<file path="src/rtl/picket_pkg.sv">
package picket_pkg;
  localparam int LFSR_W = 16;
  typedef logic [LFSR_W-1:0] lfsr_t;
  localparam lfsr_t DEF_TAPS = 16'hB400;
  localparam lfsr_t DEF_SEED = 16'hACE1;
  typedef enum logic {TRK_OFF = 1'b0, TRK_ON = 1'b1} trk_state_e;
endpackage

</file>
<file path="src/rtl/picket_lfsr.sv">
module picket_lfsr
  import picket_pkg::*;
#(
  parameter int    WORD_W = 4,
  parameter lfsr_t TAPS   = DEF_TAPS,
  parameter lfsr_t SEED   = DEF_SEED
) (
  input  logic              clk,
  input  logic              rst_n,
  input  logic              step,
  output logic [WORD_W-1:0] rnd
);
  lfsr_t st_q, st_d;

  always_comb begin
    st_d = st_q;
    if (step) begin
      st_d = {1'b0, st_q[LFSR_W-1:1]} ^ (st_q[0] ? TAPS : '0);
    end
  end

  always_ff @(posedge clk or negedge rst_n) begin
    if (!rst_n) st_q <= SEED;
    else if (step) st_q <= st_d;
  end

  assign rnd = st_q[WORD_W-1:0];
endmodule

</file>
<file path="src/rtl/picket_track.sv">
module picket_track
  import picket_pkg::*;
#(
  parameter int WORD_W  = 4,
  parameter int X_W     = 8,
  parameter int X_RIGHT = 255,
  parameter int X_LEFT  = 16
) (
  input  logic              clk,
  input  logic              rst_n,
  input  logic              trig,
  input  logic              scroll,
  input  logic [WORD_W-1:0] fresh,
  output logic [WORD_W-1:0] word
);
  localparam logic [X_W-1:0] POS_R = X_W'(X_RIGHT);
  localparam logic [X_W-1:0] POS_L = X_W'(X_LEFT);

  trk_state_e        st_q, st_d;
  logic [X_W-1:0]    px_q, px_d;
  logic              strobe_q, strobe_d;
  logic [WORD_W-1:0] word_q;
  logic              pos_en;

  always_comb begin
    st_d     = st_q;
    px_d     = px_q;
    strobe_d = 1'b0;
    pos_en   = 1'b0;
    if (trig) begin
      st_d   = TRK_ON;
      px_d   = POS_R;
      pos_en = 1'b1;
    end else if (scroll && st_q == TRK_ON) begin
      pos_en = 1'b1;
      if (px_q == POS_L) begin
        st_d     = TRK_OFF;
        strobe_d = 1'b1;
      end else begin
        px_d = px_q - 1'b1;
      end
    end
  end

  always_ff @(posedge clk or negedge rst_n) begin
    if (!rst_n) begin
      st_q <= TRK_OFF;
      px_q <= POS_R;
    end else if (pos_en) begin
      st_q <= st_d;
      px_q <= px_d;
    end
  end

  always_ff @(posedge clk or negedge rst_n) begin
    if (!rst_n) strobe_q <= 1'b0;
    else strobe_q <= strobe_d;
  end

  always_ff @(posedge clk or negedge rst_n) begin
    if (!rst_n) word_q <= '0;
    else if (strobe_q) word_q <= fresh;
  end

  assign word = word_q;
endmodule

</file>
<file path="src/rtl/picket_oneshot.sv">
module picket_oneshot #(
  parameter int W = 4
) (
  input  logic         clk,
  input  logic         rst_n,
  input  logic         trig,
  input  logic         pix_en,
  input  logic [W-1:0] load,
  output logic         active
);
  localparam logic [W-1:0] TERM = '1;

  logic         run_q, run_d;
  logic [W-1:0] cnt_q, cnt_d;
  logic         upd;

  always_comb begin
    run_d = run_q;
    cnt_d = cnt_q;
    upd   = 1'b0;
    if (trig) begin
      run_d = 1'b1;
      cnt_d = load;
      upd   = 1'b1;
    end else if (pix_en && run_q) begin
      upd = 1'b1;
      if (cnt_q == TERM) run_d = 1'b0;
      else cnt_d = cnt_q + 1'b1;
    end
  end

  always_ff @(posedge clk or negedge rst_n) begin
    if (!rst_n) begin
      run_q <= 1'b0;
      cnt_q <= '0;
    end else if (upd) begin
      run_q <= run_d;
      cnt_q <= cnt_d;
    end
  end

  assign active = run_q;
endmodule

</file>
<file path="src/rtl/picket_gen.sv">
module picket_gen
  import picket_pkg::*;
#(
  parameter int    WORD_W  = 4,
  parameter int    X_W     = 8,
  parameter int    X_RIGHT = 255,
  parameter int    X_LEFT  = 16,
  parameter lfsr_t TAPS    = DEF_TAPS,
  parameter lfsr_t SEED    = DEF_SEED
) (
  input  logic              clk,
  input  logic              rst_n,
  input  logic              pix_en,
  input  logic              trig,
  input  logic              scroll,
  input  logic              line_tick,
  input  logic [WORD_W-1:0] track_pos,
  output logic              picket
);
  logic [1:0]        rst_pipe;
  logic              rst_sync_n;
  logic [WORD_W-1:0] rnd;
  logic [WORD_W-1:0] word_q;
  logic [WORD_W-1:0] load_val;

  always_ff @(posedge clk or negedge rst_n) begin
    if (!rst_n) rst_pipe <= '0;
    else rst_pipe <= {rst_pipe[0], 1'b1};
  end
  assign rst_sync_n = rst_pipe[1];

  picket_lfsr #(.WORD_W(WORD_W), .TAPS(TAPS), .SEED(SEED)) u_lfsr (
    .clk  (clk),
    .rst_n(rst_sync_n),
    .step (line_tick),
    .rnd  (rnd)
  );

  picket_track #(.WORD_W(WORD_W), .X_W(X_W), .X_RIGHT(X_RIGHT), .X_LEFT(X_LEFT)) u_track (
    .clk   (clk),
    .rst_n (rst_sync_n),
    .trig  (trig),
    .scroll(scroll),
    .fresh (rnd),
    .word  (word_q)
  );

  assign load_val = ~(word_q + track_pos);

  picket_oneshot #(.W(WORD_W)) u_shot (
    .clk   (clk),
    .rst_n (rst_sync_n),
    .trig  (trig),
    .pix_en(pix_en),
    .load  (load_val),
    .active(picket)
  );
endmodule

</file>
<file path="config.mk">
export PLATFORM = sky130hd
export DESIGN_NAME = picket_gen
export DESIGN_NICKNAME = d
export VERILOG_FILES = /design/src/rtl/picket_pkg.sv /design/src/rtl/picket_lfsr.sv /design/src/rtl/picket_track.sv /design/src/rtl/picket_oneshot.sv /design/src/rtl/picket_gen.sv
export SDC_FILE = /design/constraint.sdc
export NUM_CORES = 1
export LEC_CHECK = 0
export BUFFER_PORTS_ARGS = -buffer_cell sky130_fd_sc_hd__buf_4
export CAP_MARGIN = 25
export CELL_PAD_IN_SITES_DETAIL_PLACEMENT = 2
export CELL_PAD_IN_SITES_GLOBAL_PLACEMENT = 2
export CORE_AREA = 8 8 81 83
export CTS_BUF_LIST = sky130_fd_sc_hd__clkbuf_8
export DETAILED_ROUTE_END_ITERATION = 12
export DIE_AREA = 0 0 89 91
export PLACE_DENSITY_LB_ADDON = 0.3
export SETUP_SLACK_MARGIN = 0.3
export SYNTH_ARGS = -nofsm -noshare
export SYNTH_HDL_FRONTEND = slang
export SYNTH_SLANG_ARGS = --single-unit
</file>
<file path="constraint.sdc">
create_clock -name clk -period 1.1 [get_ports clk]
set_input_delay 0.055 -clock clk [delete_from_list [all_inputs] [get_ports clk]]
set_output_delay 0.055 -clock clk [all_outputs]
set_load 0.01 [all_outputs]
</file>
==> summary.txt, run 1 <==
Setup path
  • Largest delay share family, worst path: flip-flops
  • CP Data Arrival Time: 1770 ps
  • R2r setup slk: -440 ps
  • CP Launch Type: flop
  • CP peak stage delay: between 500 and 600 ps
  • Worst path buffer plus inverter count: 1
  • RR Startpoint: u_track.px_q[1]
  • CP Cell Sequence: inv_2, ha_4, and4bb_4, a211oi_4, xnor2_2, nand2_1
  • CP max-delay cell: dfstp_2
  • CP required: 1330 ps
  • Worst Reg2Reg Path Length in Cells: 6
  • WS Path Type: flop to flop
  • Crit path capture type: flop
  • Critical path fanouts, max: 4
  • Reg-to-Reg End: u_track.px_q[3]

Clocking
  • CTS buffer count: 5
  • CTS tree: done
  • Clock Latency Late Sink: roughly 310 ps
  • Root buf cell: clkbuf_8
  • Max clock buf depth: 2
  • CTS sink count: 37
  • Htree depth: 2
  • Clk slew on worst S/H paths: 80 ps

Drt
  • Via count: 1,247
  • WL/cell: 20.8 um
  • Routed WL: 5380 um
  • First-pass DRT Iterations: 4
  • Residual DRC: 0
  • Antenna-violating nets left: 0
  • DR iter-0 viols: 18
  • Via density: just under 5

Die
  • DIE AREA: 8100 um^2
  • Row Count: 27
  • Core area: 5340 um^2
  • Starting Density: 0.320
  • I/O pin cnt: 11
  • Die Y: 91 um
  • Die width: 89 um

STA
  • Worst Skew: roughly 14 ps
  • Slew Viols, Final: 0
  • Period utilization: 1.40
  • Shortest period the worst path allows: 1540 ps
  • RSZ-0062 raised after global routing: true
  • Highest clock rate: between 600 and 700 MHz
  • Final setup violation count: 16
  • Final Hold Violating Endpoints: 0
  • Hold Worst Slack: slightly below 60 ps
  • Min setup slack post-route: -437 ps

Pwr
  • Worst VDD drop: 0.599 mV
  • Pleak: 0.00115 uW
  • PD cells: 1690 nW/um^2

Cells and area
  • Area grow syn2layout: 53.1%
  • # diodes: 0
  • Layout cells sized above 1: 0.658
  • Commonest non-fill, non-tap cell in the layout: buf_4
  • Filler instances: 550
  • Nets: 203
  • Fin util: 0.489
  • Final instance area: 2610 um^2
  • Most frequent cells in the layout: buf_4, dfrtp_1, dfstp_2, buf_6, mux2_4

Min path
  • Worst Hold Class: input port to flop
  • Worst Hold Launch: trig
  • Worst Hold End: u_track.px_q[4]
  • Hold Path Stages: 3

GRT
  • Global-route track usage on met1: 0.142
  • Global Route Usage Sum: 0.135
  • Grt met2 use: 0.240
  • Initial antenna violation count: 0
  • Top Usage Layer GRT: met2
  • Total grt overflow: 0
  • Vias in the first global route: approximately 1,500
  • Largest net degree at the start of global routing: 36
  • Global-route track usage on met3: 0.0369
  • Global-route wire length before repair: ~8100 um

Placed design
  • I/O Buffers: 10
  • Dpl hpwl: 2980 um
  • DP Area: between 2000 and 2500 um^2
  • Placer Congestion: 0.730
  • Pre-CTS WS: -480 ps

Logic synthesis
  • Register area share after synthesis: 0.555
  • Syn Area/Cell: about 12 um^2
  • Seq cells post-synth: 37
  • Top FF cell, synth: dfrtp_1
  • Gate Count Post-Synth: 137
  • Ys async rst share: 1.00
  • Synth warn: 0
  • Netlist cell types: 33
  • Synth Cell Area: 1710 um^2
  • Number of synthesized flops with an enable pin: 0
  • Mapped Nets: 154

Status
  • Run status: complete, but fails checks
  • Failing checks: setup timing

Job
  • Max Cap Viol: 0
## layer usage
| metal | vias up | wire length (um) | share of wire |
|---|---|---|---|
| li1 | 570 | - | - |
| met1 | 652 | 2100 | 0.39 |
| met2 | 17 | 2980 | 0.55 |
| met3 | 8 | 179 | 0.033 |
| met4 | 0 | 114 | 0.021 |
| met5 | - | 0 | 0 |
## cell type report
cell class,count,area [um^2],share of cell area
Multi-Input combinational cell,92,1030,0.395
Tap cell,72,90.1,0.0345
Timing Repair Buffer,46,404,0.155
Sequential cell,37,950,0.364
Inverter,4,15.0,0.00575
Clock buffer,6,82.6,0.0316
Clock inverter,2,37.5,0.0144
## synth_stat cells, drive strengths merged, types with 2 or more instances
library cell	instances	share of area
xnor2	10	0.051
mux2	17	0.11
nor3	4	0.015
nor2	5	0.011
mux2i	6	0.035
dfrtp	21	0.31
dfstp	16	0.25
inv	4	0.0088
nand2	12	0.026
clkbuf	2	0.0044
buf	2	0.0059
a21oi	6	0.018
xor2	3	0.015
o21ai	2	0.0059
nand3	5	0.015
ha	6	0.044
## worst max path at each step
stage	from	end	cells after the start
floorplan	u_track.px_q[1]	u_track.px_q[3]	6
global placement	u_track.px_q[1]	u_track.px_q[3]	6
detailed placement	u_track.px_q[1]	u_track.px_q[3]	6
CTS	u_track.px_q[1]	u_track.px_q[3]	6
global route	u_track.px_q[1]	u_track.px_q[3]	6
finish	u_track.px_q[1]	u_track.px_q[3]	6
## worst min-delay path, stage by stage
cell and delay [ps]:
buf_4 140, nor2_1 100, mux2i_1 70
## sequential cells by signal (all words and copies together), names as in the netlist
register	flops
u_track.px_q	8
rst_pipe	2
u_lfsr.st_q	16
u_shot.active	1
u_track.st_q	1
u_shot.cnt_q	4
u_track.strobe_q	1
u_track.word	4
## power breakdown
part	total [uW]	internal (uW)	switching [uW]
logic	998	619	379
clock network	1270	737	533
registers	2150	1810	339
total	4420	3170	1250
## per-stage QoR
stage | std cells | setup TNS (ps) | power, uW
floorplan | 137 | -2600 | 2690
global placement | 240 | -3680 | 2820
detailed placement | 240 | -4430 | 2940
CTS | 255 | -4250 | 4300
global route | 259 | -5690 | 4630
finish | 259 | -4970 | 4420
## cells by family (layout without fill, tap and decap cells)
| kind of cell | after synthesis | after routing | synth area share |
|---|---|---|---|
| multiplexers | 23 | 23 | 0.147 |
| other | 1 | 1 | 0.00220 |
| AO/OA/AOI/OAI | 13 | 13 | 0.0455 |
| adder cells (fa/ha/maj) | 7 | 7 | 0.0558 |
| buffers and inverters | 8 | 58 | 0.0191 |
| AND/OR/NAND/NOR | 35 | 35 | 0.109 |
| XOR/XNOR | 13 | 13 | 0.0668 |
| flip-flops | 37 | 37 | 0.555 |
## repair_timing
item,in CTS,in global routing
hold buffers,2,0
endpoints found under the hold margin,4,0
resized for setup,25,24
endpoints found under the setup margin,26,29
pin swaps,8,14
setup buffers,5,4
(Power assumes the default switching activity.)
==> inputs of run 2 (changes only) <==
--- a/config.mk
+++ b/config.mk
@@ -5,14 +5,16 @@
 export SDC_FILE = /design/constraint.sdc
 export NUM_CORES = 1
 export LEC_CHECK = 0
+export ABC_AREA = 1
 export BUFFER_PORTS_ARGS = -buffer_cell sky130_fd_sc_hd__buf_4
 export CAP_MARGIN = 25
 export CELL_PAD_IN_SITES_DETAIL_PLACEMENT = 2
 export CELL_PAD_IN_SITES_GLOBAL_PLACEMENT = 2
-export CORE_AREA = 8 8 81 83
+export CORE_AREA = 8 8 84 86
 export CTS_BUF_LIST = sky130_fd_sc_hd__clkbuf_8
+export CTS_CLUSTER_DIAMETER = 200
 export DETAILED_ROUTE_END_ITERATION = 12
-export DIE_AREA = 0 0 89 91
+export DIE_AREA = 0 0 92 94
 export PLACE_DENSITY_LB_ADDON = 0.3
 export SETUP_SLACK_MARGIN = 0.3
 export SYNTH_ARGS = -nofsm -noshare
==> summary.txt, run 2 <==
Cells and area
  • Largest Register: u_lfsr.st_q (unchanged)
  • Max FFs per register: 16 (unchanged)
  • Fin util: 0.484 (was 0.489)
  • Area grow syn2layout: 48.6% (was 53.1%)
  • Most frequent cells in the layout: nand2_1, buf_4, dfrtp_1, dfstp_2, inv_1 (was buf_4, dfrtp_1, dfstp_2, buf_6, mux2_4)
  • Final instance area: 2780 um^2 (was 2610 um^2)
  • Layout cells sized above 1: 0.485 (was 0.658)
  • # diodes: 0 (unchanged)
  • Nets: 288 (was 203)
  • Commonest non-fill, non-tap cell in the layout: nand2_1 (was buf_4)
  • Largest regs: u_lfsr.st_q (16), u_track.px_q (8) (unchanged)

Die
  • Die Y: 94 um (was 91 um)
  • I/O pin cnt: 11 (unchanged)
  • Core area: 5750 um^2 (was 5340 um^2)
  • Starting Density: 0.326 (was 0.320)
  • Row Count: 28 (was 27)
  • DIE AREA: 8650 um^2 (was 8100 um^2)
  • Die width: 92 um (was 89 um)

Logic synthesis
  • Count leader, synth: nand2_1 (was dfrtp_1)
  • Number of synthesized flops with an enable pin: 0 (unchanged)
  • Netlist cell types: 26 (was 33)
  • Register area share after synthesis: 0.505 (was 0.555)
  • Ys async rst share: 1.00 (unchanged)
  • Synth warn: 0 (unchanged)
  • Top FF cell, synth: dfrtp_1 (unchanged)
  • Synth Cell Area: 1870 um^2 (was 1710 um^2)
  • Syn Area/Cell: 8.40 um^2 (was 12.4 um^2)
  • Seq cells post-synth: 37 (unchanged)
  • Share of the synthesized area in the top cell type: 0.281 (was 0.308)
  • Post-synth top cells: nand2_1, dfrtp_1, inv_1 (was dfrtp_1, mux2_2, dfstp_2)
  • Area leader, netlist: dfrtp_1 (unchanged)
  • Mapped Nets: 240 (was 154)
  • Top post-synthesis cells by area: dfrtp_1, dfstp_2, nand2_1, nand3_1, ha_1 (was dfrtp_1, dfstp_2, mux2_2, xnor2_1, ha_1)
  • Gate Count Post-Synth: 223 (was 137)

STA
  • Min setup slack post-route: -354 ps (was -437 ps)
  • RSZ-0062 raised after global routing: true (unchanged)
  • Shortest period the worst path allows: 1450 ps (was 1540 ps)
  • Period utilization: 1.32 (was 1.40)
  • Slew Viols, Final: 0 (unchanged)
  • Highest clock rate: 688 MHz (was 651 MHz)
  • Final Hold Violating Endpoints: 0 (unchanged)
  • Worst Skew: 16.0 ps (was 14.0 ps)
  • Final setup violation count: 14 (was 16)
  • Setup total negative slack: -3610 ps (was -4970 ps)

Setup path
  • CP Data Arrival Time: 1650 ps (was 1770 ps)
  • CP max-delay cell: fa_2 (was dfstp_2)
  • Worst path buffer plus inverter count: 0 (was 1)
  • WS Path Type: flop to flop (unchanged)
  • CP peak stage delay: 530 ps (was 550 ps)
  • Largest delay share family, worst path: adder cells (was flip-flops)
  • Crit path capture type: flop (unchanged)
  • CP required: 1290 ps (was 1330 ps)
  • CP Cell Sequence: ha_2, fa_2, nand2_1, o21ai_2, o21ai_1 (was inv_2, ha_4, and4bb_4, a211oi_4, xnor2_2, nand2_1)
  • CP Launch Type: flop (unchanged)
  • Critical path fanouts, max: 2 (was 4)

Pwr
  • Pleak: 0.00131 uW (was 0.00115 uW)
  • Worst VDD drop: 0.972 mV (was 0.599 mV)
  • PD cells: 1720 nW/um^2 (was 1690 nW/um^2)

Drt
  • WL/cell: 22.4 um (was 20.8 um)
  • Via density: 5.05 (was 4.81)
  • Routed WL: 7760 um (was 5380 um)
  • Via count: 1,752 (was 1,247)
  • Residual DRC: 0 (unchanged)
  • Antenna-violating nets left: 0 (unchanged)
  • First-pass DRT Iterations: 4 (unchanged)
  • DR iter-0 viols: 40 (was 18)

Clocking
  • Clock Latency Late Sink: 310 ps (about the same)
  • CTS sink count: 37 (unchanged)
  • Max clock buf depth: 2 (unchanged)
  • Clk slew on worst S/H paths: 100 ps (was 80 ps)
  • CTS tree: done (unchanged)
  • Root buf cell: clkbuf_8 (unchanged)
  • CTS buffer count: 5 (unchanged)
  • Htree depth: 2 (unchanged)

Placed design
  • Dpl hpwl: 3960 um (was 2980 um)
  • I/O Buffers: 10 (unchanged)
  • DP Area: 2290 um^2 (was 2140 um^2)
  • Placer Congestion: 0.759 (was 0.730)

GRT
  • Vias in the first global route: 1,951 (was 1,484)
  • Largest net degree at the start of global routing: 28 (was 36)
  • Global-route wire length before repair: 10,200 um (was 8090 um)
  • Initial antenna violation count: 0 (unchanged)
  • Total grt overflow: 0 (unchanged)
  • Global Route Usage Sum: 0.153 (was 0.135)

Min path
  • Worst Hold Class: input port to flop (unchanged)

Job
  • Max Cap Viol: 0 (unchanged)

Status
  • Failing checks: setup timing (unchanged)
  • Run status: complete, but fails checks (unchanged)
## run 2: cells by family (layout without fill, tap and decap cells)
family | count (synthesis) | count (layout) | synth area share
AND/OR/NAND/NOR | 122 | 122 | 0.272
flip-flops | 37 | 37 | 0.505
buffers and inverters | 27 | 76 | 0.0648
AO/OA/AOI/OAI | 22 | 22 | 0.0701
adder cells (fa/ha/maj) | 7 | 7 | 0.0508
XOR/XNOR | 5 | 5 | 0.0234
multiplexers | 2 | 2 | 0.0120
other | 1 | 1 | 0.00200
## run 2: repair_timing
action                                 in CTS  in global routing
buffers inserted                            5                  5
pin swaps                                  16                 16
setup endpoints to repair                  24                 26
resized for setup                          34                 33
hold buffers                                1                  0
endpoints found under the hold margin       2                  0
## run 2: where the power goes
group	total [uW]	leakage [uW]	switching (uW)	internal [uW]
registers	1990	0.000423	278	1710
logic	1300	0.000821	693	603
clock network	1500	0.0000687	586	914
## run 2: final timing paths
check,depth (start not counted),slack [ps],to,startpoint
max,5,-350,u_shot.cnt_q[1],u_track.word[0]
min,2,20,u_lfsr.st_q[15],line_tick
max reg2reg,5,-350,u_shot.cnt_q[1],u_track.word[0]
min reg2reg,0,150,u_shot.active,rst_pipe[1]
max in group asynchronous,1,420,u_lfsr.st_q[7],rst_pipe[1]
min in group asynchronous,2,70,rst_pipe[1],rst_n
## run 2: area by class of cell
class,count,area (um^2)
fillers,615,2960
multi-input cells,159,1080
flip-flops and latches,37,950
repair buffers,47,423
inverters,21,93.8
well taps,75,93.8
clock buffers,5,68.8
clock inverters,3,68.8
## run 2: layer usage
layer / wire length, um / part of all wire / track usage
met5: 0 / 0 / 0
met1: 3010 / 0.39 / 0.163
met4: 298 / 0.038 / 0.0470
met3: 216 / 0.028 / 0.0352
met2: 4240 / 0.55 / 0.290
## run 2: stage by stage
step | power, uW | cells | hold slack [ps] | setup slack, ps
2_1_floorplan | 2490 | 223 | -241 | -229
3_3_place_gp | 2810 | 328 | -162 | -267
3_5_place_dp | 2880 | 328 | -162 | -327
4_1_cts | 4480 | 342 | 6.62 | -332
5_1_grt | 5010 | 347 | 22.8 | -434
6_report | 4790 | 347 | 17.6 | -354
==> inputs of run 3 (changes only) <==
--- a/config.mk
+++ b/config.mk
@@ -10,11 +10,11 @@
 export CAP_MARGIN = 25
 export CELL_PAD_IN_SITES_DETAIL_PLACEMENT = 2
 export CELL_PAD_IN_SITES_GLOBAL_PLACEMENT = 2
-export CORE_AREA = 8 8 84 86
+export CORE_AREA = 2 2 78 80
 export CTS_BUF_LIST = sky130_fd_sc_hd__clkbuf_8
 export CTS_CLUSTER_DIAMETER = 200
 export DETAILED_ROUTE_END_ITERATION = 12
-export DIE_AREA = 0 0 92 94
+export DIE_AREA = 0 0 80 82
 export PLACE_DENSITY_LB_ADDON = 0.3
 export SETUP_SLACK_MARGIN = 0.3
 export SYNTH_ARGS = -nofsm -noshare
==> summary.txt, run 3 (synthesis results as in run 2) <==
Status
  • Run status: complete, but fails checks (unchanged)
  • Failing checks: setup timing (unchanged)

Placed design
  • Placer Congestion: 0.731 (was 0.759)
  • Dpl hpwl: 3620 um (was 3960 um)
  • Placed Cells incl. Taps: 330 (was 328)
  • Pre-CTS WS: -298 ps (was -327 ps)
  • I/O Buffers: 10 (unchanged)

Cells and area
  • Layout cells sized above 1: 0.435 (was 0.485)
  • Nets: 285 (was 288)
  • Filler instances: 649 (was 615)
  • Area grow syn2layout: 40.5% (was 48.6%)
  • Largest regs: u_lfsr.st_q (16), u_track.px_q (8) (unchanged)
  • # diodes: 0 (unchanged)
  • Commonest non-fill, non-tap cell in the layout: nand2_1 (unchanged)
  • Non-Filler Instances: 344 (was 347)
  • Most frequent cells in the layout: nand2_1, buf_4, dfrtp_1, dfstp_2, inv_1 (unchanged)
  • Max FFs per register: 16 (unchanged)
  • Largest Register: u_lfsr.st_q (unchanged)
  • Fin util: 0.458 (was 0.484)

Pwr
  • Worst VDD drop: 0.585 mV (was 0.972 mV)
  • Internal power: 2730 uW (was 3230 uW)
  • Pleak: 0.00125 uW (was 0.00131 uW)
  • PD cells: 1550 nW/um^2 (was 1720 nW/um^2)
  • NetSw: 1350 uW (was 1560 uW)
  • Flop pwr share: 0.475 (was 0.416)
  • Clock network power share: 0.246 (was 0.313)
  • Total chip power: 4080 uW (was 4790 uW)
  • Gate power share: 0.279 (was 0.271)
  • Switching share of power: 0.330 (was 0.325)

STA
  • Slew Viols, Final: 0 (unchanged)
  • Final Hold Violating Endpoints: 0 (unchanged)
  • RSZ-0062 raised after global routing: true (unchanged)
  • Period utilization: 1.27 (was 1.32)
  • Final setup violation count: 13 (was 14)
  • Shortest period the worst path allows: 1390 ps (was 1450 ps)
  • Worst Skew: 7.74 ps (was 16.0 ps)
  • Min setup slack post-route: -294 ps (was -354 ps)
  • Hold Worst Slack: 30.9 ps (was 17.6 ps)
  • Highest clock rate: 717 MHz (was 688 MHz)

Die
  • I/O pin cnt: 11 (unchanged)
  • Starting Density: 0.326 (unchanged)
  • DIE AREA: 6560 um^2 (was 8650 um^2)
  • Die Y: 82 um (was 94 um)
  • Core area: 5750 um^2 (unchanged)
  • Die width: 80 um (was 92 um)
  • Row Count: 28 (unchanged)

Setup path
  • CP required: 1280 ps (was 1290 ps)
  • CP Cell Sequence: ha_2, fa_2, nand2_1, o21ai_1, o21ai_1 (was ha_2, fa_2, nand2_1, o21ai_2, o21ai_1)
  • Crit path capture type: flop (unchanged)
  • CP Data Arrival Time: 1580 ps (was 1650 ps)
  • WS Path Type: flop to flop (unchanged)
  • CP max-delay cell: fa_2 (unchanged)
  • CP peak stage delay: 510 ps (was 530 ps)
  • Largest delay share family, worst path: adder cells (unchanged)
  • CP Launch Type: flop (unchanged)
  • Worst path most repeated cell: o21ai_1
  • Worst path buffer plus inverter count: 0 (unchanged)
  • Critical path fanouts, max: 2 (unchanged)

Drt
  • First-pass DRT Iterations: 4 (unchanged)
  • Routed WL: 5260 um (was 7760 um)
  • Residual DRC: 0 (unchanged)
  • WL/cell: 15.3 um (was 22.4 um)
  • Via density: 4.79 (was 5.05)
  • Via count: 1,647 (was 1,752)
  • DR iter-0 viols: 52 (was 40)
  • Antenna-violating nets left: 0 (unchanged)

Clocking
  • Clk slew on worst S/H paths: 80 ps (was 100 ps)
  • Htree depth: 2 (unchanged)
  • Root buf cell: clkbuf_8 (unchanged)
  • Clock Latency Late Sink: 300 ps (was 310 ps)
  • CTS buffer count: 5 (unchanged)
  • CTS sink count: 37 (unchanged)
  • CTS tree: done (unchanged)
  • Max clock buf depth: 2 (unchanged)

GRT
  • Initial antenna violation count: 0 (unchanged)
  • Largest net degree at the start of global routing: 36 (was 28)
  • Global Route Usage Sum: 0.171 (was 0.153)
  • Total grt overflow: 0 (unchanged)
  • Global-route wire length before repair: 8540 um (was 10,200 um)
  • Vias in the first global route: 1,790 (was 1,951)

Min path
  • Worst Hold Class: input port to flop (unchanged)

Job
  • Max Cap Viol: 0 (unchanged)
[run 3: cell count changes in the layout (fill, tap and decap cells not counted), sizes merged]
cell,delta
clkinvlp,+1
clkinv,+1
buf,-3
bufinv,-2
[run 3: worst reg2reg max path: cells and delay by family, from the launching register on]
kind / cells / cell delay (ps)
compound gates: 2 / 140
fa+ha+maj: 2 / 700
flops: 1 / 390
simple gates: 1 / 50
[run 3: through the flow]
stage	setup TNS (ps)	area (um^2)
2_1_floorplan	-2340	1960
3_3_place_gp	-2770	2300
3_5_place_dp	-3360	2300
4_1_cts	-3030	2540
5_1_grt	-3860	2630
6_report	-2970	2630
[run 3: cell type report]
type / instances / area, um^2 / share of cell area
clock inverter: 3 / 21.3 / 0.00808
multi-input combinational: 159 / 1020 / 0.386
sequential: 37 / 947 / 0.360
timing repair buffer: 44 / 395 / 0.150
clock buffer: 5 / 68.8 / 0.0262
tap: 75 / 93.8 / 0.0357
inverter: 21 / 88.8 / 0.0338
[run 3: timing repair]
action	CTS	global route
resized for setup	31	12
setup endpoints to repair	24	27
hold buffers	1	0
pin swaps	14	11
setup buffers	2	3
hold endpoints to repair	2	0
[run 3: layer usage]
metal | wire length [um] | share of wire | global-route usage
met3 | 94 | 0.018 | 0.0330
met4 | 63 | 0.012 | 0.0508
met1 | 2300 | 0.44 | 0.199
met2 | 2800 | 0.53 | 0.318
met5 | 0 | 0 | 0
[run 3: worst paths after layout]
path / startpoint / endpoint / slack, ps / depth (start not counted)
setup reg to reg: u_track.word[0] / u_shot.cnt_q[1] / -290 / 5
hold reg to reg: rst_pipe[1] / u_track.st_q / 220 / 1
max in group asynchronous: rst_pipe[1] / u_lfsr.st_q[7] / 620 / 1
min in group asynchronous: rst_n / rst_pipe[0] / 60 / 2
hold / removal: line_tick / u_lfsr.st_q[15] / 30 / 2
setup / recovery: u_track.word[0] / u_shot.cnt_q[1] / -290 / 5
[run 3: power by group through the flow]
stage / clock network (uW) / logic, uW / registers, uW
after global routing: 1080 / 1290 / 1970
after detailed placement: 0 / 937 / 1950
final: 1000 / 1140 / 1940
after global placement: 0 / 896 / 1930
after floorplan: 0 / 586 / 1910
after CTS: 1040 / 1010 / 1940
